`config.mk`:
```
export PLATFORM = sky130hd
export DESIGN_NAME = wmon_top
export DESIGN_NICKNAME = d
export VERILOG_FILES = /design/src/rtl/wmon_pkg.sv /design/src/rtl/wmon_classify.sv /design/src/rtl/wmon_fsm.sv /design/src/rtl/wmon_flags.sv /design/src/rtl/wmon_top.sv
export SDC_FILE = /design/constraint.sdc
export NUM_CORES = 1
export LEC_CHECK = 0
export BUFFER_PORTS_ARGS = -buffer_cell sky130_fd_sc_hd__buf_4
export CORE_AREA = 2 2 39 41
export DETAILED_ROUTE_END_ITERATION = 8
export DIE_AREA = 0 0 41 43
export GPL_TIMING_DRIVEN = 0
export PLACE_DENSITY = 0.59
export SLEW_MARGIN = 0
export SYNTH_ARGS = -nofsm -noshare
export SYNTH_HDL_FRONTEND = slang
export SYNTH_SLANG_ARGS = --single-unit
```
`constraint.sdc`:
```
create_clock -name clk -period 1.2 [get_ports clk]
set_clock_uncertainty 0.15 [all_clocks]
set_input_delay 0.24 -clock clk [delete_from_list [all_inputs] [get_ports clk]]
set_output_delay 0.24 -clock clk [all_outputs]
set_load 0.02 [all_outputs]
```
`src/rtl/wmon_pkg.sv`:
```
package wmon_pkg;

    localparam int REGION_W = 2;
    localparam int SEL_W    = 2;

    typedef enum logic [REGION_W-1:0] {
        RGN_ABOVE  = 2'd0,
        RGN_INSIDE = 2'd1,
        RGN_BELOW  = 2'd2
    } region_e;

    typedef enum logic [SEL_W-1:0] {
        TRIG_ABOVE   = 2'd0,
        TRIG_INSIDE  = 2'd1,
        TRIG_BELOW   = 2'd2,
        TRIG_OUTSIDE = 2'd3
    } trig_e;

    typedef enum logic [1:0] {
        ST_OFF   = 2'd0,
        ST_PRIME = 2'd1,
        ST_RUN   = 2'd2
    } mon_state_e;

    // True when region r satisfies trigger t
    function automatic logic trig_match(input trig_e t, input region_e r);
        logic m;
        unique case (t)
            TRIG_ABOVE:   m = (r == RGN_ABOVE);
            TRIG_INSIDE:  m = (r == RGN_INSIDE);
            TRIG_BELOW:   m = (r == RGN_BELOW);
            TRIG_OUTSIDE: m = (r == RGN_ABOVE) || (r == RGN_BELOW);
            default:      m = 1'b0;
        endcase
        return m;
    endfunction

endpackage

```
`src/rtl/wmon_classify.sv`:
```
module wmon_classify
    import wmon_pkg::*;
(
    input  logic    upper_cmp,
    input  logic    lower_cmp,
    output region_e region
);

    // Upper comparator has priority; the third code is never produced
    always_comb begin
        if (upper_cmp)
            region = RGN_ABOVE;
        else if (!lower_cmp)
            region = RGN_BELOW;
        else
            region = RGN_INSIDE;
    end

endmodule

```
`src/rtl/wmon_fsm.sv`:
```
module wmon_fsm
    import wmon_pkg::*;
(
    input  logic    clk,
    input  logic    rst_n,
    input  logic    win_en,
    input  logic    both_rdy,
    input  region_e new_region,
    input  trig_e   trig,
    output region_e region_q,
    output logic    hit
);

    mon_state_e st_q, st_d;

    // Next-state logic
    always_comb begin
        st_d = st_q;
        unique case (st_q)
            ST_OFF:   if (win_en) st_d = ST_PRIME;
            ST_PRIME: if (!win_en) st_d = ST_OFF;
                      else if (both_rdy) st_d = ST_RUN;
            ST_RUN:   if (!win_en) st_d = ST_OFF;
            default:  st_d = ST_OFF;
        endcase
    end

    // State register
    always_ff @(posedge clk or negedge rst_n) begin
        if (!rst_n)
            st_q <= ST_OFF;
        else
            st_q <= st_d;
    end

    // Output process: transition detect
    always_comb begin
        hit = 1'b0;
        unique case (st_q)
            ST_OFF:   hit = 1'b0;
            ST_PRIME: hit = 1'b0;
            ST_RUN:   hit = win_en && both_rdy && (new_region != region_q)
                            && trig_match(trig, new_region);
            default:  hit = 1'b0;
        endcase
    end

    // Region register
    always_ff @(posedge clk or negedge rst_n) begin
        if (!rst_n)
            region_q <= RGN_ABOVE;
        else if (!win_en)
            region_q <= RGN_ABOVE;
        else if (both_rdy && st_q != ST_OFF)
            region_q <= new_region;
    end

    AST_STATE_LEGAL: assert property (@(posedge clk) disable iff (!rst_n)
        region_q != 2'd3);
    AST_HOLD_UNREADY: assert property (@(posedge clk) disable iff (!rst_n)
        (st_q != ST_OFF && win_en && !both_rdy) |=> $stable(region_q));
    AST_PRIME_QUIET: assert property (@(posedge clk) disable iff (!rst_n)
        (st_q == ST_PRIME) |-> !hit);
    AST_STAY_QUIET: assert property (@(posedge clk) disable iff (!rst_n)
        (both_rdy && new_region == region_q) |-> !hit);

endmodule

```
`src/rtl/wmon_flags.sv`:
```
module wmon_flags (
    input  logic clk,
    input  logic rst_n,
    input  logic hit,
    input  logic flag_clr,
    input  logic irq_en_set,
    input  logic irq_en_clr,
    input  logic evt_en,
    output logic flag_q,
    output logic irq,
    output logic evt_q
);

    logic ien_q;

    always_ff @(posedge clk or negedge rst_n) begin
        if (!rst_n) begin
            flag_q <= 1'b0;
            ien_q  <= 1'b0;
            evt_q  <= 1'b0;
        end else begin
            if (hit)
                flag_q <= 1'b1;
            else if (flag_clr)
                flag_q <= 1'b0;
            if (irq_en_clr)
                ien_q <= 1'b0;
            else if (irq_en_set)
                ien_q <= 1'b1;
            evt_q <= hit && evt_en;
        end
    end

    assign irq = flag_q && ien_q;

    AST_CLR_WORKS: assert property (@(posedge clk) disable iff (!rst_n)
        (flag_clr && !hit) |=> !flag_q);
    AST_SET_WINS: assert property (@(posedge clk) disable iff (!rst_n)
        hit |=> flag_q);
    AST_EVT_GATED: assert property (@(posedge clk) disable iff (!rst_n)
        evt_q |-> $past(evt_en));
    AST_IEN_CLR: assert property (@(posedge clk) disable iff (!rst_n)
        irq_en_clr |=> !irq);

endmodule

```
`src/rtl/wmon_top.sv`:
```
module wmon_top
    import wmon_pkg::*;
(
    input  logic                clk,
    input  logic                rst_n,
    input  logic                upper_cmp,
    input  logic                lower_cmp,
    input  logic                upper_rdy,
    input  logic                lower_rdy,
    input  logic                win_en,
    input  logic [SEL_W-1:0]    trig_sel,
    input  logic                flag_clr,
    input  logic                irq_en_set,
    input  logic                irq_en_clr,
    input  logic                evt_en,
    output logic [REGION_W-1:0] win_region,
    output logic                win_flag,
    output logic                win_irq,
    output logic                win_evt
);

    region_e new_region;
    region_e region_q;
    logic    hit;
    logic    both_rdy;

    assign both_rdy = upper_rdy && lower_rdy;

    wmon_classify u_cls (
        .upper_cmp (upper_cmp),
        .lower_cmp (lower_cmp),
        .region    (new_region)
    );

    wmon_fsm u_fsm (
        .clk        (clk),
        .rst_n      (rst_n),
        .win_en     (win_en),
        .both_rdy   (both_rdy),
        .new_region (new_region),
        .trig       (trig_e'(trig_sel)),
        .region_q   (region_q),
        .hit        (hit)
    );

    wmon_flags u_flg (
        .clk        (clk),
        .rst_n      (rst_n),
        .hit        (hit),
        .flag_clr   (flag_clr),
        .irq_en_set (irq_en_set),
        .irq_en_clr (irq_en_clr),
        .evt_en     (evt_en),
        .flag_q     (win_flag),
        .irq        (win_irq),
        .evt_q      (win_evt)
    );

    assign win_region = region_q;

    AST_OFF_QUIET: assert property (@(posedge clk) disable iff (!rst_n)
        !win_en |=> (!win_evt && win_region == 2'd0));
    AST_IRQ_NEEDS_FLAG: assert property (@(posedge clk) disable iff (!rst_n)
        win_irq |-> win_flag);

endmodule

```
==> metrics.txt, run 1 <==
status=finished with violations; violated checks=negative setup slack; Syn Area/Cell=around 9.5 µm²; core box area=0.00138 mm²; final net count=77; CTS buffer count=3; H-tree depth=1; drt drc=0; initial DRC count=0; final setup margin=-0.198 ns; Leakage Power=0.000289 µW; Seq/Total Area, Yosys=0.475; Filler cells=142; Starting Density=0.267; I/O Buffers=17; Area Growth Syn to Fin=61.0%; yosys warns=0; Critical Path Start Type=register; net count after synthesis=52; Die X=roughly 40 µm; Vias/cell=between 4 and 5; CP Capture Type=register; I/O pin total=18; vias in the first global route=305; final hold violation count=0; Fmax=slightly above 700 MHz; Vias=354; fin crit share=1.17; TritonCTS Sinks=7; Critical Path Sink=u_flg.flag_q$_DFFE_PN0P_; synth top area cells=dfrtp_1, nor2_1, a21oi_1, nor3b_1, or2b_1; initial antenna violation count=0; Post-Synthesis Cell Area=approximately 370 µm²; RR Startpoint=u_fsm.region_q[1]$_DFFE_PN0P_; Setup Viol. Count Final=5; Worst Path Required=around 1.2 ns; Critical Path Source=u_fsm.region_q[1]$_DFFE_PN0P_; WP data arrival=around 1.4 ns; max-slew violation count=0; area of the multi-input gates=198 µm²; GR Overflow Total=0; Reg2Reg Depth=4; CP Max Fanout=5; CTS max path bufs=2; FF-to-FF setup slack=-0.20 ns; final wirelength=746 µm; dpl cells=72; flops & latches, synth=7; total area of sequential cells=176 µm²; Power Density=925 mW/mm²; setup TNS=-0.522 ns; post-layout instance area=594 µm²; top cell type's share of synthesized area=0.475; Clk Latency, worst-skew pair=0.24 ns; Routed Antenna Nets=0; largest net degree at the start of global routing=8; leading area contributor after synthesis=dfrtp_1; count of different cell masters after synthesis=21; post-layout min period=1.40 ns; Worst Hold Class=in -> reg; Worst-Margin Slew=0.281 ns; peak supply drop=855 µV; DP Area=524 µm²; max cap viols=0; gpl congestion=0.663; DPL Wire Length=597 µm; first-pass detailed-route iteration total=1; Post-Layout Cell Count=between 70 and 80; CTS tree=built; RR Endpoint=u_flg.flag_q$_DFFE_PN0P_; CTS root buf=clkbuf_4; Die ar.=0.00176 mm²; Post-Synthesis Cells=39; Slew HR=0.811; chip height=43 µm; # diodes=0; pre-CTS setup slack=-0.220 ns; worst setup path class=reg -> reg; Global Route Usage Sum=0.100; Rows=14; share of layout cells above drive strength 1=0.429; wire length per cell=9.44 µm; first-pass GRT wire length=1.15 mm; RSZ-0062 raised after global routing=true; Worst-path clk slew=roughly 0.060 ns
cell type report:
| class | instances | share of cell area |
|---|---|---|
| Clock buffer | 4 | 0.0442 |
| Timing Repair Buffer | 20 | 0.280 |
| Sequential cell | 7 | 0.297 |
| Inverter | 2 | 0.0126 |
| Tap cell | 16 | 0.0337 |
| Multi-Input combinational cell | 30 | 0.333 |
how the worst min path moves through the flow:
stage                       from                 endpoint  depth (start not counted)
after detailed placement   rst_n  u_flg.ien_q$_DFFE_PN0P_                          1
after global routing      evt_en    u_flg.evt_q$_DFF_PN0_                          2
after global placement     rst_n  u_flg.ien_q$_DFFE_PN0P_                          1
after floorplan            rst_n    u_flg.evt_q$_DFF_PN0_                          0
after CTS                 evt_en    u_flg.evt_q$_DFF_PN0_                          2
final                     evt_en    u_flg.evt_q$_DFF_PN0_                          2
placed cells by master, fill, tap and decap left out, types with 2 or more instances in the layout:
cell	instances
dfrtp_1	6
buf_4	15
nor2_1	7
a21oi_1	3
inv_1	2
nor3b_1	2
dlygate4sd3_1	2
or2b_1	2
buf_6	3
clkbuf_4	3
what timing repair did:
action | in CTS | in global routing
gates resized for setup | 3 | 2
hold endpoints to repair | 8 | 0
pin swaps | 3 | 2
setup buffers | 1 | 0
hold buffers | 2 | 0
endpoints found under the setup margin | 6 | 8
critical path, cell delays in order (launching register included):
cell and delay, ns:
dfrtp_2 0.38, or3b_1 0.36, a21oi_2 0.16, nor4_2 0.08, a21o_1 0.16
synthesized netlist by cell type:
cell type	count
a21o_1	1
a21oi_1	3
a21oi_2	1
a221oi_1	1
and2_1	2
and2b_1	1
dfrtp_1	7
inv_1	2
nand2_1	1
nand2b_1	1
nand3_1	1
nand4_1	1
nor2_1	7
nor2b_1	1
nor3b_1	2
nor4_2	1
o211ai_1	1
o21a_1	1
or2_1	1
or2b_1	2
or3b_1	1
kinds of logic (layout without fill, tap and decap cells):
group | count (synthesis) | in the layout | share of synthesized area
buffers and inverters | 2 | 26 | 0.0203
and+or+nand+nor | 22 | 22 | 0.356
AOI/OAI and AO/OA | 8 | 8 | 0.149
DFF | 7 | 7 | 0.475
per-layer routing:
layer / up-vias / track usage / wire length, µm
met5: - / 0 / 0
met4: 0 / 0.0400 / 0
met3: 0 / 0.0628 / 58
met2: 12 / 0.141 / 360
met1: 159 / 0.118 / 327
li1: 183 / - / -
flip-flops by register name, indices dropped and copies added (netlist names):
| register | count |
|---|---|
| u_flg.evt_q | 1 |
| u_fsm.region_q | 2 |
| u_fsm.st_q | 2 |
| u_flg.flag_q | 1 |
| u_flg.ien_q | 1 |
per-stage QoR:
step	hold WS, ns	util	power, µW
final	0.0532	0.429	550
after global routing	0.0482	0.429	583
after CTS	0.0504	0.425	556
after detailed placement	-0.0938	0.379	335
after global placement	-0.0935	0.379	335
after floorplan	-0.206	-	286
power by group:
| part | internal, µW | switching [µW] |
|---|---|---|
| Sequential | 244 | 6.59 |
| Clock | 127 | 83.5 |
| Combinational | 52.0 | 36.4 |
| Total | 423 | 127 |
Power figures use the tool's default switching activity.
==> run 2: changes to the inputs <==
--- a/config.mk
+++ b/config.mk
@@ -9,9 +9,11 @@
 export CORE_AREA = 2 2 39 41
 export DETAILED_ROUTE_END_ITERATION = 8
 export DIE_AREA = 0 0 41 43
+export GPL_ROUTABILITY_DRIVEN = 1
 export GPL_TIMING_DRIVEN = 0
-export PLACE_DENSITY = 0.59
+export PLACE_DENSITY = 0.58
 export SLEW_MARGIN = 0
 export SYNTH_ARGS = -nofsm -noshare
 export SYNTH_HDL_FRONTEND = slang
+export SYNTH_HIERARCHICAL = 1
 export SYNTH_SLANG_ARGS = --single-unit
==> run 2 against run 1 <==
The flow still finishes with violations (negative setup slack). Utilization is 0.54 points lower. Die area stayed put. Global-route usage is 0.19 points lower. Critical path depth is 2 higher. Maximum frequency is 6.6% higher.
==> metrics.txt, run 2 <==
max cap viols=0 (unchanged); CP Max Fanout=2 (-3); part of the power in combinational logic=0.161 (about the same); commonest non-fill, non-tap cell in the layout=buf_4; flops & latches, synth=7 (unchanged); most frequent cell after synthesis=dfrtp_1; switch share=0.231 (+0.000756); Power Density=946 mW/mm² (+2.3%); Leakage Power=0.000299 µW (+3.1%); DPL Wire Length=560 µm (-6.2%); Int Power=427 µW (+0.89%); Synth Area in Compound Gates=0.0962 (-0.0529); Fmax=763 MHz (+6.6%); CP Cell Sequence=buf_6, nor2b_4, xor2_1, or3_1, a221oi_2, and2_1; largest family of logic cells by synthesized area=simple AND/OR/NAND/NOR gates; total area of sequential cells=175 µm² (-0.71%); GR Overflow Total=0 (unchanged); FF-to-FF setup slack=0 ns (+0.20 ns); biggest regs=u_fsm/region_q: 2 flops, u_fsm/st_q: 2 flops; gpl congestion=0.623 (-5.9%); most frequent cells in the layout=buf_4, dfrtp_1, buf_6; crit path buf inv count=1 (+1); Commonest cells post-synth=dfrtp_1, and2_1, mux2i_1, nor2_1; H-tree depth=1 (unchanged); clock power share=0.385 (+0.002); CTS root buf=clkbuf_4; Worst Hold Margin=0.0517 ns (-0.00153 ns); Syn Area/Cell=11.0 µm² (+17%); Largest stage delay, worst path=0.32 ns (-0.06 ns); EDFF count, synth=0 (unchanged); post-layout min period=1.31 ns (-0.0870 ns); worst setup path class=in -> reg; peak supply drop=389 µV (-55%); final net count=71 (-7.8%); I/O Buffers=17 (unchanged); yosys warns=6 (+6); Starting Density=0.263 (-0.00362); largest net degree at the start of global routing=8 (unchanged); Rows=14 (unchanged); Flop pwr share=0.453 (-0.004); Die ar.=0.00176 mm² (unchanged); wire length per cell=9.84 µm (+4.2%); violated checks=negative setup slack; Worst-path clk slew=0.05 ns (about the same); Vias=308 (-13%); max-slew violation count=0 (unchanged); Worst Path Required=1.24 ns (+0.05 ns); Post-synth ARST share=1.00 (unchanged); Setup Viol. Count Final=3 (-2); TritonCTS Sinks=7 (unchanged); core box area=0.00138 mm² (unchanged); final wirelength=718 µm (-3.8%); count of different cell masters after synthesis=17 (-19%); Post-Synthesis Cells=33 (-15%); synth top area cells=dfrtp_1, mux2i_1, and2_1, xnor2_1, a221oi_2; Worst-Margin Slew=0.288 ns (+0.00725 ns); CTS buffer count=3 (unchanged); Slew HR=0.807 (-0.00398); Post-Synthesis Cell Area=364 µm² (-1.4%); final setup margin=-0.111 ns (+0.0870 ns); post-synthesis xor/xnor area fraction=0.0722 (+0.0722); critical path's slowest cell=or3_1; post-synthesis mux area share=0.0825 (+0.0825); CTS tree=built; Seq/Total Area, Yosys=0.481 (+0.00652); share of layout cells above drive strength 1=0.439 (+0.0100); CP delay by family, top=simple AND/OR/NAND/NOR gates; final hold violation count=0 (unchanged); I/O pin total=18 (unchanged); area of the multi-input gates=188 µm² (-5.1%); net count after synthesis=46 (-12%); most common flop cell mapped by yosys=dfrtp_1; status=finished with violations; # diodes=0 (unchanged); RSZ-0062 raised after global routing=true; leading area contributor after synthesis=dfrtp_1; WP data arrival=1.35 ns (-0.04 ns); drt drc=0 (unchanged); first-pass detailed-route iteration total=4 (+3); Global Route Usage Sum=0.0981 (-0.00192); first-pass GRT wire length=1.11 mm (-3.1%); Area Growth Syn to Fin=61.2% (about the same); fin crit share=1.09 (-0.0725); vias in the first global route=292 (-4.3%); CTS max path bufs=2 (unchanged); Filler cells=145 (+2.1%); Worst Hold Class=in -> reg; initial antenna violation count=0 (unchanged); pre-CTS setup slack=-0.409 ns (-0.189 ns); chip height=43 µm (unchanged); post-synthesis adder-cell area fraction=0 (unchanged); CP Capture Type=register; Critical Path Start Type=primary input; Routed Antenna Nets=0 (unchanged); Post-Synth Simple-Gate Area=0.247 (-0.109); Clk Latency, worst-skew pair=0.25 ns (about the same); Vias/cell=4.22 (-5.8%); top cell type's share of synthesized area=0.481 (+0.00652); Sw Pwr=128 µW (+1.3%); Die X=41 µm (unchanged); initial DRC count=2 (+2)
==> run 2: cells by family (layout without fill, tap and decap cells) <==
logic type / after synthesis / count (layout)
flops: 7 / 7
compound gates: 4 / 4
xor+xnor: 3 / 3
buf+inv: 2 / 26
mux: 3 / 3
simple gates: 14 / 14
==> run 2: per-layer routing <==
layer / routed length (µm) / vias to the layer above / track usage
li1: - / 160 / -
met5: 0 / - / 0
met1: 346 / 140 / 0.115
met3: 34 / 0 / 0.0314
met2: 337 / 8 / 0.128
met4: 0 / 0 / 0.100
==> run 2: through the flow <==
| stage | total power (µW) | cells | area, µm² | utilization | TNS, ns |
|---|---|---|---|---|---|
| 6_report | 555 | 73 | 587 | 0.424 | -0.277 |
| 5_1_grt | 597 | 73 | 587 | 0.424 | -0.496 |
| 4_1_cts | 569 | 73 | 587 | 0.424 | -0.307 |
| 3_5_place_dp | 335 | 66 | 512 | 0.370 | -0.830 |
| 3_3_place_gp | 333 | 66 | 512 | 0.370 | -0.818 |
| 2_1_floorplan | 289 | 33 | 364 | - | -0.404 |
==> run 2: layout make-up <==
class	count	share of cell area
flip-flops and latches	7	0.299
repair buffers	20	0.290
clock buffers	4	0.0448
multi-input cells	24	0.320
well taps	16	0.0341
inverters	2	0.0128
==> run 2: path summary, 6_finish.rpt <==
path,startpoint,end,cells past startpoint
max,lower_cmp,u_flg/evt_q$_DFF_PN0_,6
min,evt_en,u_flg/evt_q$_DFF_PN0_,2
max reg2reg,u_fsm/st_q[0]$_DFFE_PN0P_,u_flg/evt_q$_DFF_PN0_,3
min reg2reg,u_flg/ien_q$_DFFE_PN0P_,u_flg/ien_q$_DFFE_PN0P_,2
max in group asynchronous,rst_n,u_fsm/region_q[0]$_DFFE_PN0P_,2
min in group asynchronous,rst_n,u_flg/evt_q$_DFF_PN0_,2
==> run 2: power groups by stage <==
| stage | logic [µW] | registers [µW] | clock network (µW) |
|---|---|---|---|
| 2_1_floorplan | 34.0 | 255 | 0 |
| 3_3_place_gp | 79.1 | 254 | 0 |
| 3_5_place_dp | 80.3 | 254 | 0 |
| 4_1_cts | 91.3 | 251 | 226 |
| 5_1_grt | 98.5 | 252 | 246 |
| 6_report | 89.6 | 252 | 214 |
==> run 2: what timing repair did <==
action	CTS	global route
setup buffers	1	0
pin swaps	1	0
endpoints found under the hold margin	8	0
endpoints found under the setup margin	8	8
hold buffers	2	0
gates resized for setup	6	0
